`src/rtl/prod_renorm_pkg.sv`:
```
package prod_renorm_pkg;
  localparam int SP_EXP_W  = 8;
  localparam int SP_FRAC_W = 23;
  localparam int DP_EXP_W  = 11;

  function automatic int fmt_bias(input int ew);
    return (1 << (ew - 1)) - 1;
  endfunction
endpackage

```
`src/rtl/pr_lzc.sv`:
```
module pr_lzc #(
  parameter int W  = 24,
  parameter int CW = $clog2(W + 1)
) (
  input  logic [W-1:0]  d_i,
  output logic [CW-1:0] cnt_o,
  output logic          zero_o
);
  always_comb begin
    cnt_o = CW'(W);
    for (int i = 0; i < W; i++)
      if (d_i[i]) cnt_o = CW'(W - 1 - i);
    zero_o = (d_i == '0);
  end
endmodule

```
`src/rtl/pr_mul.sv`:
```
module pr_mul #(
  parameter int W = 24
) (
  input  logic [W-1:0]   a_i,
  input  logic [W-1:0]   b_i,
  output logic [2*W-1:0] p_o
);
  assign p_o = {{W{1'b0}}, a_i} * {{W{1'b0}}, b_i};
endmodule

```
`src/rtl/pr_lshift.sv`:
```
module pr_lshift #(
  parameter int W  = 48,
  parameter int SW = $clog2(W)
) (
  input  logic [W-1:0]  d_i,
  input  logic [SW-1:0] amt_i,
  output logic [W-1:0]  q_o
);
  logic [W-1:0] stg [SW+1];
  assign stg[0] = d_i;
  for (genvar k = 0; k < SW; k++) begin : g_stage
    assign stg[k+1] = amt_i[k] ? (stg[k] << (1 << k)) : stg[k];
  end
  assign q_o = stg[SW];
endmodule

```
`src/rtl/prod_renorm.sv`:
```
module prod_renorm #(
  parameter int EXP_W   = prod_renorm_pkg::SP_EXP_W,
  parameter int FRAC_W  = prod_renorm_pkg::SP_FRAC_W,
  parameter int OEXP_W  = prod_renorm_pkg::DP_EXP_W,
  parameter bit OUT_REG = 1'b1,
  localparam int IW = 1 + EXP_W + FRAC_W,
  localparam int PW = 2 * (FRAC_W + 1)
) (
  input  logic              clk_i,
  input  logic              rst_ni,
  input  logic [IW-1:0]     a_i,
  input  logic [IW-1:0]     b_i,
  output logic              sign_o,
  output logic [OEXP_W-1:0] exp_o,
  output logic [PW-1:0]     man_o,
  output logic              zero_o
);
  localparam int P       = FRAC_W + 1;
  localparam int CW      = $clog2(P + 1);
  localparam int SW      = $clog2(PW);
  localparam int IBIAS   = prod_renorm_pkg::fmt_bias(EXP_W);
  localparam int OBIAS   = prod_renorm_pkg::fmt_bias(OEXP_W);
  localparam int EXP_OFS = OBIAS + 1 - 2 * IBIAS;

  logic [EXP_W-1:0]  ef_a, ef_b, eff_a, eff_b;
  logic              nz_a, nz_b;
  logic [P-1:0]      sig_a, sig_b;
  logic [CW-1:0]     lz_a, lz_b;
  logic              za, zb;
  logic [PW-1:0]     prod, sh, norm;
  logic [SW-1:0]     lz_sum;
  logic              fix;
  logic [OEXP_W-1:0] exp_calc;

  logic              sign_c, zero_c;
  logic [OEXP_W-1:0] exp_c;
  logic [PW-1:0]     man_c;

  assign ef_a  = a_i[IW-2:FRAC_W];
  assign ef_b  = b_i[IW-2:FRAC_W];
  assign nz_a  = |ef_a;
  assign nz_b  = |ef_b;
  assign sig_a = {nz_a, a_i[FRAC_W-1:0]};
  assign sig_b = {nz_b, b_i[FRAC_W-1:0]};
  // subnormal fields behave as the minimum normal exponent
  assign eff_a = nz_a ? ef_a : EXP_W'(1);
  assign eff_b = nz_b ? ef_b : EXP_W'(1);

  pr_lzc #(.W(P), .CW(CW)) u_lzc_a (.d_i(sig_a), .cnt_o(lz_a), .zero_o(za));
  pr_lzc #(.W(P), .CW(CW)) u_lzc_b (.d_i(sig_b), .cnt_o(lz_b), .zero_o(zb));
  pr_mul #(.W(P)) u_mul (.a_i(sig_a), .b_i(sig_b), .p_o(prod));

  assign lz_sum = SW'(lz_a) + SW'(lz_b);
  pr_lshift #(.W(PW), .SW(SW)) u_shift (.d_i(prod), .amt_i(lz_sum), .q_o(sh));

  // leading one now sits at PW-1 or PW-2
  assign fix  = ~sh[PW-1];
  assign norm = fix ? {sh[PW-2:0], 1'b0} : sh;

  // modular arithmetic: the true result always fits OEXP_W bits
  assign exp_calc = OEXP_W'(eff_a) + OEXP_W'(eff_b) + OEXP_W'(EXP_OFS)
                  - OEXP_W'(lz_sum) - OEXP_W'(fix);

  assign sign_c = a_i[IW-1] ^ b_i[IW-1];
  assign zero_c = za | zb;
  assign exp_c  = zero_c ? '0 : exp_calc;
  assign man_c  = zero_c ? '0 : norm;

  if (OUT_REG) begin : g_reg
    always_ff @(posedge clk_i or negedge rst_ni) begin
      if (!rst_ni) begin
        sign_o <= 1'b0;
        exp_o  <= '0;
        man_o  <= '0;
        zero_o <= 1'b1;
      end else begin
        sign_o <= sign_c;
        exp_o  <= exp_c;
        man_o  <= man_c;
        zero_o <= zero_c;
      end
    end
  end else begin : g_comb
    assign sign_o = sign_c;
    assign exp_o  = exp_c;
    assign man_o  = man_c;
    assign zero_o = zero_c;
  end
endmodule

```
`config.mk`:
```
export PLATFORM = sky130hd
export DESIGN_NAME = prod_renorm
export DESIGN_NICKNAME = d
export VERILOG_FILES = /design/src/rtl/prod_renorm_pkg.sv /design/src/rtl/pr_lzc.sv /design/src/rtl/pr_mul.sv /design/src/rtl/pr_lshift.sv /design/src/rtl/prod_renorm.sv
export SDC_FILE = /design/constraint.sdc
export NUM_CORES = 2
export LEC_CHECK = 0
export BUFFER_PORTS_ARGS = -buffer_cell sky130_fd_sc_hd__buf_4
export CAP_MARGIN = 20
export CORE_ASPECT_RATIO = 1.75
export CORE_MARGIN = 2
export CORE_UTILIZATION = 53
export DETAILED_ROUTE_END_ITERATION = 7
export PLACE_DENSITY = 0.7
export SLEW_MARGIN = 20
export SYNTH_ARGS = -nofsm -noshare
export SYNTH_HDL_FRONTEND = slang
export SYNTH_SLANG_ARGS = --single-unit
```
`constraint.sdc`:
```
create_clock -name clk_i -period 1.1 [get_ports clk_i]
set_clock_uncertainty 0.15 [all_clocks]
set_input_delay 0.165 -clock clk_i [delete_from_list [all_inputs] [get_ports clk_i]]
set_output_delay 0.165 -clock clk_i [all_outputs]
set_load 0.02 [all_outputs]
```
== Word-level counts from Yosys, hierarchy flattened ==
Index checks and enable logic that the tools add are counted.

* Logic and storage cells: 76
* Output and inout bits: 61
* Bits in writable memories: 0
* ROM bits: 0
* Register bits after elaboration: 61
* Input port bits: 66
* Memories: 0
* Latch bits: 0

* Add/subtract/negate cells: 5
* $mul: 1
* Shifts and indexed selects: 0
* Reduce and logical (&&, ||, !) cells: 4
* Muxes and demuxes: 59
* Bitwise gates (word level): 3
* Eq/ne operators: 0
* Div/mod/pow operators: 0
* $lt $le $gt $ge: 0

{| class="wikitable"
|+ Operators by type and width
! operator !! count
|-
| 2-to-1 mux 48 bit || 8
|-
| 2-to-1 mux 5 bit || 32
|-
| 2-to-1 mux 4 bit || 16
|-
| zero test 24 bit || 2
|-
| multiplier 24 x 24 -> 48 bit || 1
|-
| 2-to-1 mux 8 bit || 2
|-
| OR reduction 8 bit || 2
|-
| adder 9 x 10 -> 11 bit (second input constant) || 1
|-
| 2-to-1 mux 11 bit || 1
|-
| subtractor 11 x 1 -> 11 bit || 1
|-
| subtractor 11 x 6 -> 11 bit || 1
|-
| adder 8 x 8 -> 9 bit || 1
|-
| adder 5 x 5 -> 6 bit || 1
|-
| inverter 1 bit || 1
|-
| OR 1 bit || 1
|-
| XOR 1 bit || 1
|}

== Logic depth before layout (Yosys ltp) ==
* Word-level depth: 34
* Mapped depth: 46
* Mapped depth without buffers: 41

== Hierarchy ==
From an unflattened synthesis, not the netlist that was laid out.

* Cells, all modules: 2995
* Area, all modules: 26247.7 um^2

{| class="wikitable"
|+ By module, submodules not included
! module !! area an instance (um^2) !! cells each !! sequential area each (um^2) !! instances
|-
| pr_mul || 19268.5 || 2224 || 0.0 || 1
|-
| pr_lshift || 3203.1 || 393 || 0.0 || 1
|-
| prod_renorm || 3173.0 || 284 || 1527.7 || 1
|-
| pr_lzc || 301.5 || 47 || 0.0 || 2
|}

== Worst setup path after synthesis ==
No wires, ideal clock.

* Kind: input to register
* From: input port a_i[25]
* To: register exp_o[10]
* Library setup time: 132 ps
* Cell stages on the path: 44
* Data arrival time: 10356 ps
* Buffers on the path: 4
* Data required time: 818 ps
* Slack: -9538 ps
* Cell sequence: nor4_1 > nand2_1 > clkbuf_1 > and2_1 > fa_1 > fa_1 > fa_1 > inv_1 > fa_1 > inv_1 > fa_1 > inv_1 > fa_1 > inv_1 > fa_1 > ha_1 > clkbuf_1 > nand4_1 > [... 8 more ...] > a21oi_2 > nand2b_2 > inv_2 > buf_6 > buf_6 > fa_1 > inv_1 > fa_1 > fa_1 > ha_1 > fa_1 > a21o_1 > a21oi_1 > nor2b_1 > o21ai_0 > nand2b_1 > a21oi_1 > nor2_1

* Longest elaborated chain between the ends: 12
* Elaborated cells between the ends (all ways): 19
* Classes of those cells: add/sub (5); mul (1); mux (9); bitwise (2); reduce/logical (2)

{| class="wikitable"
|+ RTL lines
! what !! RTL line !! RTL
|-
| from (decl) || prod_renorm.sv:11 || <nowiki>input logic [IW-1:0] a_i,</nowiki>
|-
| branches (longest 11 deep; another with multiplier 24 x 24 -> 48 bit) || n/a ||
|-
| 2-to-1 mux 11 bit * || prod_renorm.sv:66 || <nowiki>assign exp_c = zero_c ? '0 : exp_calc;</nowiki>
|-
| net exp_c[10] || prod_renorm.sv:36 || <nowiki>logic [OEXP_W-1:0] exp_c;</nowiki>
|-
| to (signal assigned) || prod_renorm.sv:78 || <nowiki>exp_o <= exp_c;</nowiki>
|-
| to (decl) || prod_renorm.sv:14 || <nowiki>output logic [OEXP_W-1:0] exp_o,</nowiki>
|}

Mark *: on every way through the listed nets, which the timed path passes.

== Final worst setup path ==
* From: input port b_i[26]
* To: register exp_o[8]

* Longest elaborated chain between the ends: 12
* Elaborated cells between the ends (all ways): 19
* Classes of those cells: add/sub (5); mul (1); mux (9); bitwise (2); reduce/logical (2)

{| class="wikitable"
|+ RTL lines
! what !! RTL line !! RTL
|-
| from (decl) || prod_renorm.sv:12 || <nowiki>input logic [IW-1:0] b_i,</nowiki>
|-
| branches (longest 11 deep; another with multiplier 24 x 24 -> 48 bit) || n/a ||
|-
| 2-to-1 mux 11 bit * || prod_renorm.sv:66 ||
|-
| net exp_c[8] || prod_renorm.sv:36 ||
|}

Marks and branches as above.

==> flow_metrics.tcl <==
set metrics [dict create \
    yosysWarnings 0 \
    synth_compound_area_share_pct 11.8 \
    timing_worst_setup_path_type "primary input to register" \
    grt_pass1_wl_um 159000 \
    viasPerCell 5.82 \
    period_share_pct 872 \
    synth-simple-area-share_pct 19.7 \
    synth_area_um2 26400 \
    gp_congestion 1.02 \
    synth_top_family_by_area "adder cells" \
    avgRoutedWirePerCell_um 23.1 \
    placed_area_um2 33000 \
    root_buffer "clkbuf_16" \
    drc_errors 0 \
    hold_viol 0 \
    final_antenna_net_count 0 \
    synthMuxAreaShare_pct 3.50 \
    end_kind "register" \
    hpwl_um 85400 \
    critPathMaxFanout 5 \
    grt_max_degree 44 \
    rsz0062_at_grt "yes" \
    fin_nets 4672 \
    max_slew_margin_pct 55.3 \
    rows 108 \
    max_freq_mhz 104 \
    initial_utilization_pct 53.4 \
    grt_pass1_vias 29300 \
    die_h_um 299 \
    dp_cells 4475 \
    clockBufferDepth 2 \
    drt_iter0_markers 1684 \
    cap_violations 0 \
    multi_input_area_um2 23700 \
    hp-class "primary input to async pin" \
    synth_seq_area_share_pct 5.80 \
    cp_num_cells 42 \
    regArea_um2 1530 \
    cp-start-kind "primary input" \
    fin_tns_setup_ns -410.70 \
    slew_viol_final 0 \
    io_buffer_count 126 \
    syn2layout_area_growth_pct 37.9 \
    syn_nets 3967 \
    gr-total-overflow 0 \
    synthTopCellsByCount "inv_1 (564), nand2_1 (496), fa_1 (491), and2_1 (208), ha_1 (199)" \
    first_pass_iters 8 \
    min_period_ns 9.60 \
    ys_seq_elements 61 \
    violations "negative setup slack" \
    max_stage_delay_ns 0.54 \
    nFillCells 3778 \
    vias 26674 \
    synth.top_cells.by_area "fa_1 (37%), ha_1 (9.4%), inv_1 (8.0%)" \
    synth-xor-area-share_pct 1.23 \
    clk_pin_slew_ns 0.06 \
    required_ns 1.18 \
    cts_made_buffers 9 \
    die_area_um2 51600 \
    fin_ws_ns -8.50 \
    synth_top_area_share_pct 37.3 \
    htree_levels 3 \
    fin_cells 4581 \
    final_area_um2 36300 \
    track_usage_pct 40.0 \
    crit_slowest_cell "fa_1" \
    status "finished, violations left" \
    antenna_found_initial 1 \
    core_area_um2 49300 \
    critPathMostFrequentCell "fa_1" \
    synth.most_common_cell "inv_1" \
    synthFlopType "dfrtp_1" \
    critical_path_buf_inv_count 10 \
    worst_slew_pin_slew_ns 0.665 \
    crit_arrival_ns 9.68 \
    netlist_instances 3211 \
    report.final.setup_viol 121 \
    wl_um 106000 \
    cts_tree "yes" \
    die_w_um 173 \
    drive_gt1_share_pct 31.8 \
    async_reset_ff_share_pct 100 \
    synth_cell_types 87 \
    synth_edf_count 0 \
    cts.sinks 61 \
    antenna_cells 0 \
    cp_top_family "adder cells" \
    num_io_pins 127 \
    synth.avg_cell_area_um2 8.21 \
    synth_adder_area_share_pct 46.7 \
    whs_ns 0.0412 \
    synth_area_leader_cell "fa_1" \
]
## final cells by class
class	count	share of cell area, %
clock inverters	5	0.0998
multi-input cells	2372	65.2
well taps	660	2.27
inverters	568	5.89
repair buffers	904	21.6
clock buffers	11	0.668
flip-flops and latches	61	4.20
## timing repair
action / in CTS / in global routing
setup endpoints to repair: 121 / 121
gates cloned: 1 / 10
hold endpoints to repair: 62 / 0
setup buffers: 30 / 54
hold buffers: 3 / 0
resized for setup: 226 / 289
pin swaps: 65 / 141
## layer usage
metal / global-route usage (%) / vias to the layer above / wire, µm
li1: - / 11563 / -
met1: 39.0 / 13238 / 32700
met2: 75.6 / 1294 / 56100
met3: 4.13 / 577 / 5550
met4: 32.8 / 2 / 11400
met5: 0 / - / 13
## sequential cells by signal (all words and copies together) (netlist names)
| register | cells |
|---|---|
| man_o | 48 |
| exp_o | 11 |
| sign_o | 1 |
| zero_o | 1 |
## placed cells by master (no fill, tap or decap), types with 20 or more instances in the layout
| cell | instances |
|---|---|
| buf_4 | 725 |
| inv_1 | 547 |
| nand2_1 | 477 |
| fa_1 | 467 |
| and2_1 | 199 |
| ha_1 | 170 |
| nor2_1 | 148 |
| buf_6 | 128 |
| a21oi_1 | 93 |
| dfrtp_1 | 60 |
| mux2i_1 | 50 |
| nor3_1 | 44 |
| o21ai_0 | 43 |
| nand3_1 | 40 |
| buf_12 | 32 |
| a21oi_2 | 31 |
| o211ai_1 | 26 |
| ha_4 | 26 |
| fa_2 | 24 |
| nand4_1 | 21 |
| o21a_1 | 20 |
## through the flow
stage	util, %	setup WS (ns)
floorplan	-	-8.49
global placement	66.9	-9.18
detailed placement	66.9	-9.29
CTS	70.1	-8.36
global route	73.7	-8.80
finish	73.7	-8.50
## logic make-up (layout without fill, tap and decap cells)
family | Yosys count | in the layout
AO/OA/AOI/OAI | 456 | 456
XOR/XNOR | 37 | 37
adder cells (fa/ha/maj) | 690 | 690
buffers and inverters | 778 | 1488
flip-flops | 61 | 61
multiplexers | 80 | 80
AND/OR/NAND/NOR | 1109 | 1109
## worst max-delay path by stage
stage | end | slack [ns] | startpoint
after CTS | exp_o[8] | -8.36 | b_i[27]
after detailed placement | exp_o[8] | -9.29 | a_i[28]
final | exp_o[8] | -8.50 | b_i[26]
after global routing | exp_o[8] | -8.80 | b_i[27]
after floorplan | exp_o[8] | -8.49 | a_i[24]
after global placement | exp_o[8] | -9.18 | a_i[28]
Power is not shown: default switching activity piles up to over one toggle a cycle in this logic, so the estimate is an artifact.
